### config.mk
export PLATFORM = sky130hd
export DESIGN_NAME = cond_exec_alu
export DESIGN_NICKNAME = d
export VERILOG_FILES = /design/src/rtl/alu_pkg.sv /design/src/rtl/alu_ctrl.sv /design/src/rtl/alu_datapath.sv /design/src/rtl/cond_exec_alu.sv
export SDC_FILE = /design/constraint.sdc
export NUM_CORES = 1
export LEC_CHECK = 0
export ABC_AREA = 1
export CAP_MARGIN = 5
export CORE_MARGIN = 3
export CORE_UTILIZATION = 45
export CTS_CLUSTER_DIAMETER = 150
export DETAILED_ROUTE_END_ITERATION = 8
export PLACE_DENSITY_LB_ADDON = 0.3
export SYNTH_ARGS = -nofsm -noshare
export SYNTH_HDL_FRONTEND = slang
export SYNTH_SLANG_ARGS = --single-unit
### constraint.sdc
create_clock -name clk -period 3.2 [get_ports clk]
set_input_delay 0.64 -clock clk [delete_from_list [all_inputs] [get_ports clk]]
set_output_delay 0.64 -clock clk [all_outputs]
set_load 0.05 [all_outputs]
### src/rtl/alu_pkg.sv
package alu_pkg;

  typedef enum logic [1:0] {
    OP_MOV = 2'b00,
    OP_ADD = 2'b01,
    OP_SUB = 2'b10,
    OP_CMP = 2'b11
  } aluOp_e;

  typedef enum logic [3:0] {
    CC_EQ = 4'h0, CC_NE = 4'h1, CC_CS = 4'h2, CC_CC = 4'h3,
    CC_MI = 4'h4, CC_PL = 4'h5, CC_VS = 4'h6, CC_VC = 4'h7,
    CC_HI = 4'h8, CC_LS = 4'h9, CC_GE = 4'hA, CC_LT = 4'hB,
    CC_GT = 4'hC, CC_LE = 4'hD, CC_AL = 4'hE, CC_NV = 4'hF
  } cond_e;

  typedef struct packed {
    logic n;
    logic z;
    logic c;
    logic v;
  } flags_t;

  // strobes from control to datapath
  typedef struct packed {
    logic condPass;
    logic doWrite;
    logic updNZ;
    logic updCV;
    logic useSub;
    logic passB;
  } strobe_t;

endpackage

### src/rtl/alu_ctrl.sv
module alu_ctrl
  import alu_pkg::*;
(
  input  logic       clk,
  input  logic       rstN,
  input  logic       inValid,
  input  logic [1:0] opSel,
  input  logic [3:0] condCode,
  input  logic       setFlags,
  input  flags_t     curFlags,
  output strobe_t    strb
);

  logic   condOk;
  aluOp_e op;

  assign op = aluOp_e'(opSel);

  always_comb begin
    unique case (cond_e'(condCode))
      CC_EQ:   condOk = curFlags.z;
      CC_NE:   condOk = !curFlags.z;
      CC_CS:   condOk = curFlags.c;
      CC_CC:   condOk = !curFlags.c;
      CC_MI:   condOk = curFlags.n;
      CC_PL:   condOk = !curFlags.n;
      CC_VS:   condOk = curFlags.v;
      CC_VC:   condOk = !curFlags.v;
      CC_HI:   condOk = curFlags.c && !curFlags.z;
      CC_LS:   condOk = !curFlags.c || curFlags.z;
      CC_GE:   condOk = (curFlags.n == curFlags.v);
      CC_LT:   condOk = (curFlags.n != curFlags.v);
      CC_GT:   condOk = !curFlags.z && (curFlags.n == curFlags.v);
      CC_LE:   condOk = curFlags.z || (curFlags.n != curFlags.v);
      CC_AL:   condOk = 1'b1;
      default: condOk = 1'b0;
    endcase
  end

  always_comb begin
    strb.condPass = inValid && condOk;
    strb.doWrite  = strb.condPass && (op != OP_CMP);
    strb.updNZ    = strb.condPass && ((op == OP_CMP) || setFlags);
    strb.updCV    = strb.updNZ && (op != OP_MOV);
    strb.useSub   = (op == OP_SUB) || (op == OP_CMP);
    strb.passB    = (op == OP_MOV);
  end

  AST_NEVER_CODE: assert property (@(posedge clk) disable iff (!rstN)
    (inValid && condCode == 4'hF) |-> (!strb.doWrite && !strb.updNZ));

endmodule

### src/rtl/alu_datapath.sv
module alu_datapath
  import alu_pkg::*;
#(
  parameter int WIDTH = 32
) (
  input  logic             clk,
  input  logic             rstN,
  input  strobe_t          strb,
  input  logic [WIDTH-1:0] srcA,
  input  logic [WIDTH-1:0] srcB,
  output logic [WIDTH-1:0] result,
  output logic             regWrite,
  output flags_t           flags
);

  localparam int MSB = WIDTH - 1;

  logic [WIDTH-1:0] bOperand;
  logic [WIDTH:0]   sumWide;
  logic [WIDTH-1:0] aluOut;
  logic             carryOut;
  logic             ovf;
  flags_t           flagsNext;

  assign bOperand = strb.useSub ? ~srcB : srcB;
  assign sumWide  = {1'b0, srcA} + {1'b0, bOperand} + {{WIDTH{1'b0}}, strb.useSub};
  assign carryOut = sumWide[WIDTH];
  assign aluOut   = strb.passB ? srcB : sumWide[MSB:0];
  assign ovf      = (srcA[MSB] == bOperand[MSB]) && (aluOut[MSB] != srcA[MSB]);

  always_comb begin
    flagsNext = flags;
    if (strb.updNZ) begin
      flagsNext.n = aluOut[MSB];
      flagsNext.z = (aluOut == '0);
    end
    if (strb.updCV) begin
      flagsNext.c = carryOut;
      flagsNext.v = ovf;
    end
  end

  always_ff @(posedge clk or negedge rstN) begin
    if (!rstN) begin
      result   <= '0;
      regWrite <= 1'b0;
      flags    <= '0;
    end else begin
      regWrite <= strb.doWrite;
      flags    <= flagsNext;
      if (strb.doWrite) result <= aluOut;
    end
  end

  AST_CV_NEEDS_NZ: assert property (@(posedge clk) disable iff (!rstN)
    strb.updCV |-> strb.updNZ);

  AST_WRITE_NEEDS_PASS: assert property (@(posedge clk) disable iff (!rstN)
    strb.doWrite |-> strb.condPass);

  AST_NO_WRITE_HOLDS: assert property (@(posedge clk) disable iff (!rstN)
    !regWrite |-> result == $past(result));

endmodule

### src/rtl/cond_exec_alu.sv
module cond_exec_alu
  import alu_pkg::*;
#(
  parameter int WIDTH = 32
) (
  input  logic             clk,
  input  logic             rstN,
  input  logic             inValid,
  input  logic [1:0]       opSel,
  input  logic [3:0]       condCode,
  input  logic             setFlags,
  input  logic [WIDTH-1:0] srcA,
  input  logic [WIDTH-1:0] srcB,
  output logic [WIDTH-1:0] result,
  output logic             regWrite,
  output logic [3:0]       flags
);

  strobe_t strb;
  flags_t  flagsQ;

  alu_ctrl uCtrl (
    .clk      (clk),
    .rstN     (rstN),
    .inValid  (inValid),
    .opSel    (opSel),
    .condCode (condCode),
    .setFlags (setFlags),
    .curFlags (flagsQ),
    .strb     (strb)
  );

  alu_datapath #(.WIDTH(WIDTH)) uData (
    .clk      (clk),
    .rstN     (rstN),
    .strb     (strb),
    .srcA     (srcA),
    .srcB     (srcB),
    .result   (result),
    .regWrite (regWrite),
    .flags    (flagsQ)
  );

  assign flags = flagsQ;

  AST_CMP_NO_WRITE: assert property (@(posedge clk) disable iff (!rstN)
    (inValid && opSel == 2'b11) |=> !regWrite);

  AST_FAIL_IS_NOP: assert property (@(posedge clk) disable iff (!rstN)
    (inValid && !strb.condPass) |=> (!regWrite && $stable(flags)));

  AST_NOSET_KEEPS_FLAGS: assert property (@(posedge clk) disable iff (!rstN)
    (inValid && opSel != 2'b11 && !setFlags) |=> $stable(flags));

  AST_MOV_KEEPS_CV: assert property (@(posedge clk) disable iff (!rstN)
    (inValid && opSel == 2'b00) |=> $stable(flags[1:0]));

  AST_IDLE_QUIET: assert property (@(posedge clk) disable iff (!rstN)
    !inValid |=> (!regWrite && $stable(flags) && $stable(result)));

endmodule

==> summary.md <==
| Metric | Value |
|---|---|
| Total track usage | `approximately a quarter` |
| Max_cap viols | `0` |
| Clk_lat worst skew | `roughly 0.28 ns` |
| R2R Setup Slk | `between 1 and 1.5 ns` |
| Port Buffer Count | `110` |
| Initial Util | `46.6%` |
| Top cells by area, synth | `nand2_1, dfrtp_1, inv_1` |
| CTS clock-pin slew for the worst setup and hold paths | `0.07 ns` |
| Hold Crit Start | `uData.result[8]$_DFFE_PN0P_` |
| Period Utilization, post-route | `94.5%` |
| Worst vdd ir | `about 0.63 mV` |
| Final setup fails | `0` |
| FMAX | `about 0.33 GHz` |
| Largest area contributor in the netlist | `nand2_1` |
| Pwr dens | `597 nW/um^2` |
| Endpoint, Worst Hold | `uData.result[8]$_DFFE_PN0P_` |
| Routed WL per cell | `13.2 um` |
| Synth Instances | `around 860` |
| WP data arrival | `3.25 ns` |
| Critical path class | `in2reg` |
| Full die area | `approximately 12,000 um^2` |
| Leak | `between 3 and 4 nW` |
| Vias/cell | `slightly below 5` |
| Routability cong. | `approximately 0.95` |
| Antenna-violating nets left | `0` |
| First-pass GRT wire length | `around 24 mm` |
| Fin cells | `~1,200` |
| WHS Path Cells | `2` |
| Worst Clk Skew | `0.00382 ns` |
| Syn_nets | `roughly 970` |
| Post-Syn Area | `4830 um^2` |
| Final hold vios | `0` |
| Syn_area_per_cell | `5.63 um^2` |
| Synth warn | `0` |
| DR pass1 iterations | `5` |
| TritonCTS clock tree | `done` |
| Most common cell after layout, fill and taps aside | `nand2_1` |
| Max FO, Critical Path | `4` |
| Row count | `37` |
| Total gr overflow | `0` |
| Via count | `between 5,000 and 6,000` |
| Die extent in y | `between 100 and 150 um` |
| Area grow syn2layout | `37.1%` |
| Worst slew pin tran | `around 0.67 ns` |
| Layout cells sized above 1 | `between 8 and 9%` |
| Endpoint class of the critical path | `flop` |
| CTS Sinks | `37` |
| Ant diodes | `0` |
| R2R depth | `12` |
| Slew headroom | `around 55%` |
| CTS root buf | `clkbuf_8` |
| WP data required | `3.43 ns` |
| H-tree depth | `2` |
| Initial antenna violation count | `0` |
| R2r endpoint | `uData.result[20]$_DFFE_PN0P_` |
| Final HPWL DP | `13.1 mm` |
| Fin. max-slew vios | `0` |
| Status | `complete, no violations` |
| Nets | `1,131` |
| Sequential-to-total area share from yosys stat | `between 10% and 20%` |
| Clock buffer count from CTS | `5` |
| Vias in the first global route | `5,110` |
| Startpoint types | `input pin` |
| Final Hold Slack | `around 0.47 ns` |
| Count of cell types in the netlist | `35` |
| CTS max path bufs | `2` |
| FF-to-FF Start | `uData.flags[0]$_DFFE_PN0P_` |
| #FFs+latches synth | `37` |
| Asr flop ratio synth | `100%` |
| Core ar. | `between 10,000 and 15,000 um^2` |
| RSZ-0062 raised after global routing | `no` |
| Placed cells | `1,152` |
| Hold Buf Count CTS | `0` |
| Min-Delay Path Class | `reg2reg` |
| Final min period | `between 3 and 4 ns` |
| Ports | `roughly 110` |
| Final wirelength | `around 15 mm` |
| Commonest non-fill, non-tap cells in the layout | `nand2_1, inv_1, clkdlybuf4s50_1` |
| DRC | `0` |
| Pin count of the biggest net entering global routing | `46` |
| Die Span X | `110 um` |
| Iteration-0 DRC Markers | `around 330` |
| Proportion of netlist area held by the largest area contributor | `a little over a quarter` |
| Top_reg_cell synth | `dfrtp_1` |
| EDFF count, synth | `0` |
## routing by layer
metal | share of wire, % | wire (um) | global-route usage (%)
met2 | 44 | 6810 | 41.2
met4 | 1.3 | 197 | 5.34
met1 | 48 | 7360 | 37.9
met3 | 6.5 | 994 | 2.58
met5 | 0 | 0 | 0
## cells by family after synthesis
group | Yosys count | synth area share, %
AO/OA/AOI/OAI | 70 | 8.26
buffers and inverters | 157 | 12.7
flip-flops | 37 | 19.2
XOR/XNOR | 34 | 6.16
AND/OR/NAND/NOR | 527 | 44.7
adder cells (fa/ha/maj) | 34 | 8.95
## worst max-delay path by stage
stage | from | to | cells past startpoint
after floorplan | opSel[1] | uData.flags[0]$_DFFE_PN0P_ | 18
after global placement | srcB[21] | uData.flags[0]$_DFFE_PN0P_ | 18
after detailed placement | srcB[21] | uData.flags[0]$_DFFE_PN0P_ | 18
after CTS | srcB[21] | uData.flags[0]$_DFFE_PN0P_ | 18
after global routing | srcB[11] | uData.flags[2]$_DFFE_PN0P_ | 18
final | srcB[9] | uData.flags[2]$_DFFE_PN0P_ | 17
## flip-flops by register name (all words and copies together) (netlist names)
name and cells:
uData.result 32, uData.regWrite 1, uData.flags 4
## metrics by stage
| step | total power, W | instance area, um^2 | TNS (ns) | utilization, % | setup slack [ns] |
|---|---|---|---|---|---|
| 4_1_cts | 0.00396 | 6620 | 0 | 63.8 | 0.213 |
| 6_report | 0.00396 | 6630 | 0 | 63.9 | 0.177 |
| 3_5_place_dp | 0.00354 | 6500 | -0.186 | 62.7 | -0.0861 |
| 5_1_grt | 0.00424 | 6630 | 0 | 63.9 | 0.00624 |
| 2_1_floorplan | 0.00254 | 4830 | 0 | - | 0.256 |
| 3_3_place_gp | 0.00350 | 6500 | -0.135 | 62.7 | -0.0768 |
## worst max-delay path: stages
cell	delay, ns
clkdlybuf4s50_1	0.46
xor2_1	0.19
ha_1	0.36
nand2_1	0.11
nor2_1	0.23
nand3_1	0.13
nand3_1	0.22
nand2_1	0.12
nand3_1	0.09
nand2_1	0.05
nand3_1	0.06
nand2_1	0.11
nor2_1	0.11
nand3_1	0.10
nor2_1	0.10
nand3_1	0.09
nand2_1	0.07
## repair_timing
| action | 4_1_cts | 5_1_grt |
|---|---|---|
| setup buffers | 0 | 0 |
| resized for setup | 0 | 3 |
| setup endpoints to repair | 0 | 2 |
## power by group
part / switching (W) / internal [W] / total (W)
clock: 0.000156 / 0.000254 / 0.000410
combinational: 0.00174 / 0.000972 / 0.00272
sequential: 0.000141 / 0.000690 / 0.000831
total: 0.00204 / 0.00192 / 0.00396
## final cells by class
cell class | count | area [um^2]
well taps | 136 | 170
flip-flops and latches | 37 | 926
repair buffers | 173 | 1580
clock buffers | 7 | 86.3
clock inverters | 1 | 30.0
inverters | 141 | 529
multi-input cells | 665 | 3310
fillers | 1027 | 3740
## synthesized netlist by cell type, types with 4 or more instances
master and number:
inv_2 5, nand3b_1 6, a21oi_1 25, o21ai_1 18, o21ai_0 10, nor2_1 78, buf_2 6, nand2_1 341
xor2_1 33, inv_1 136, clkbuf_1 4, nand4_1 9, ha_1 33, nand3_1 77, nor3_1 8, o21bai_1 5
dfrtp_1 37
No activity file was read; power rests on OpenSTA's default activity.
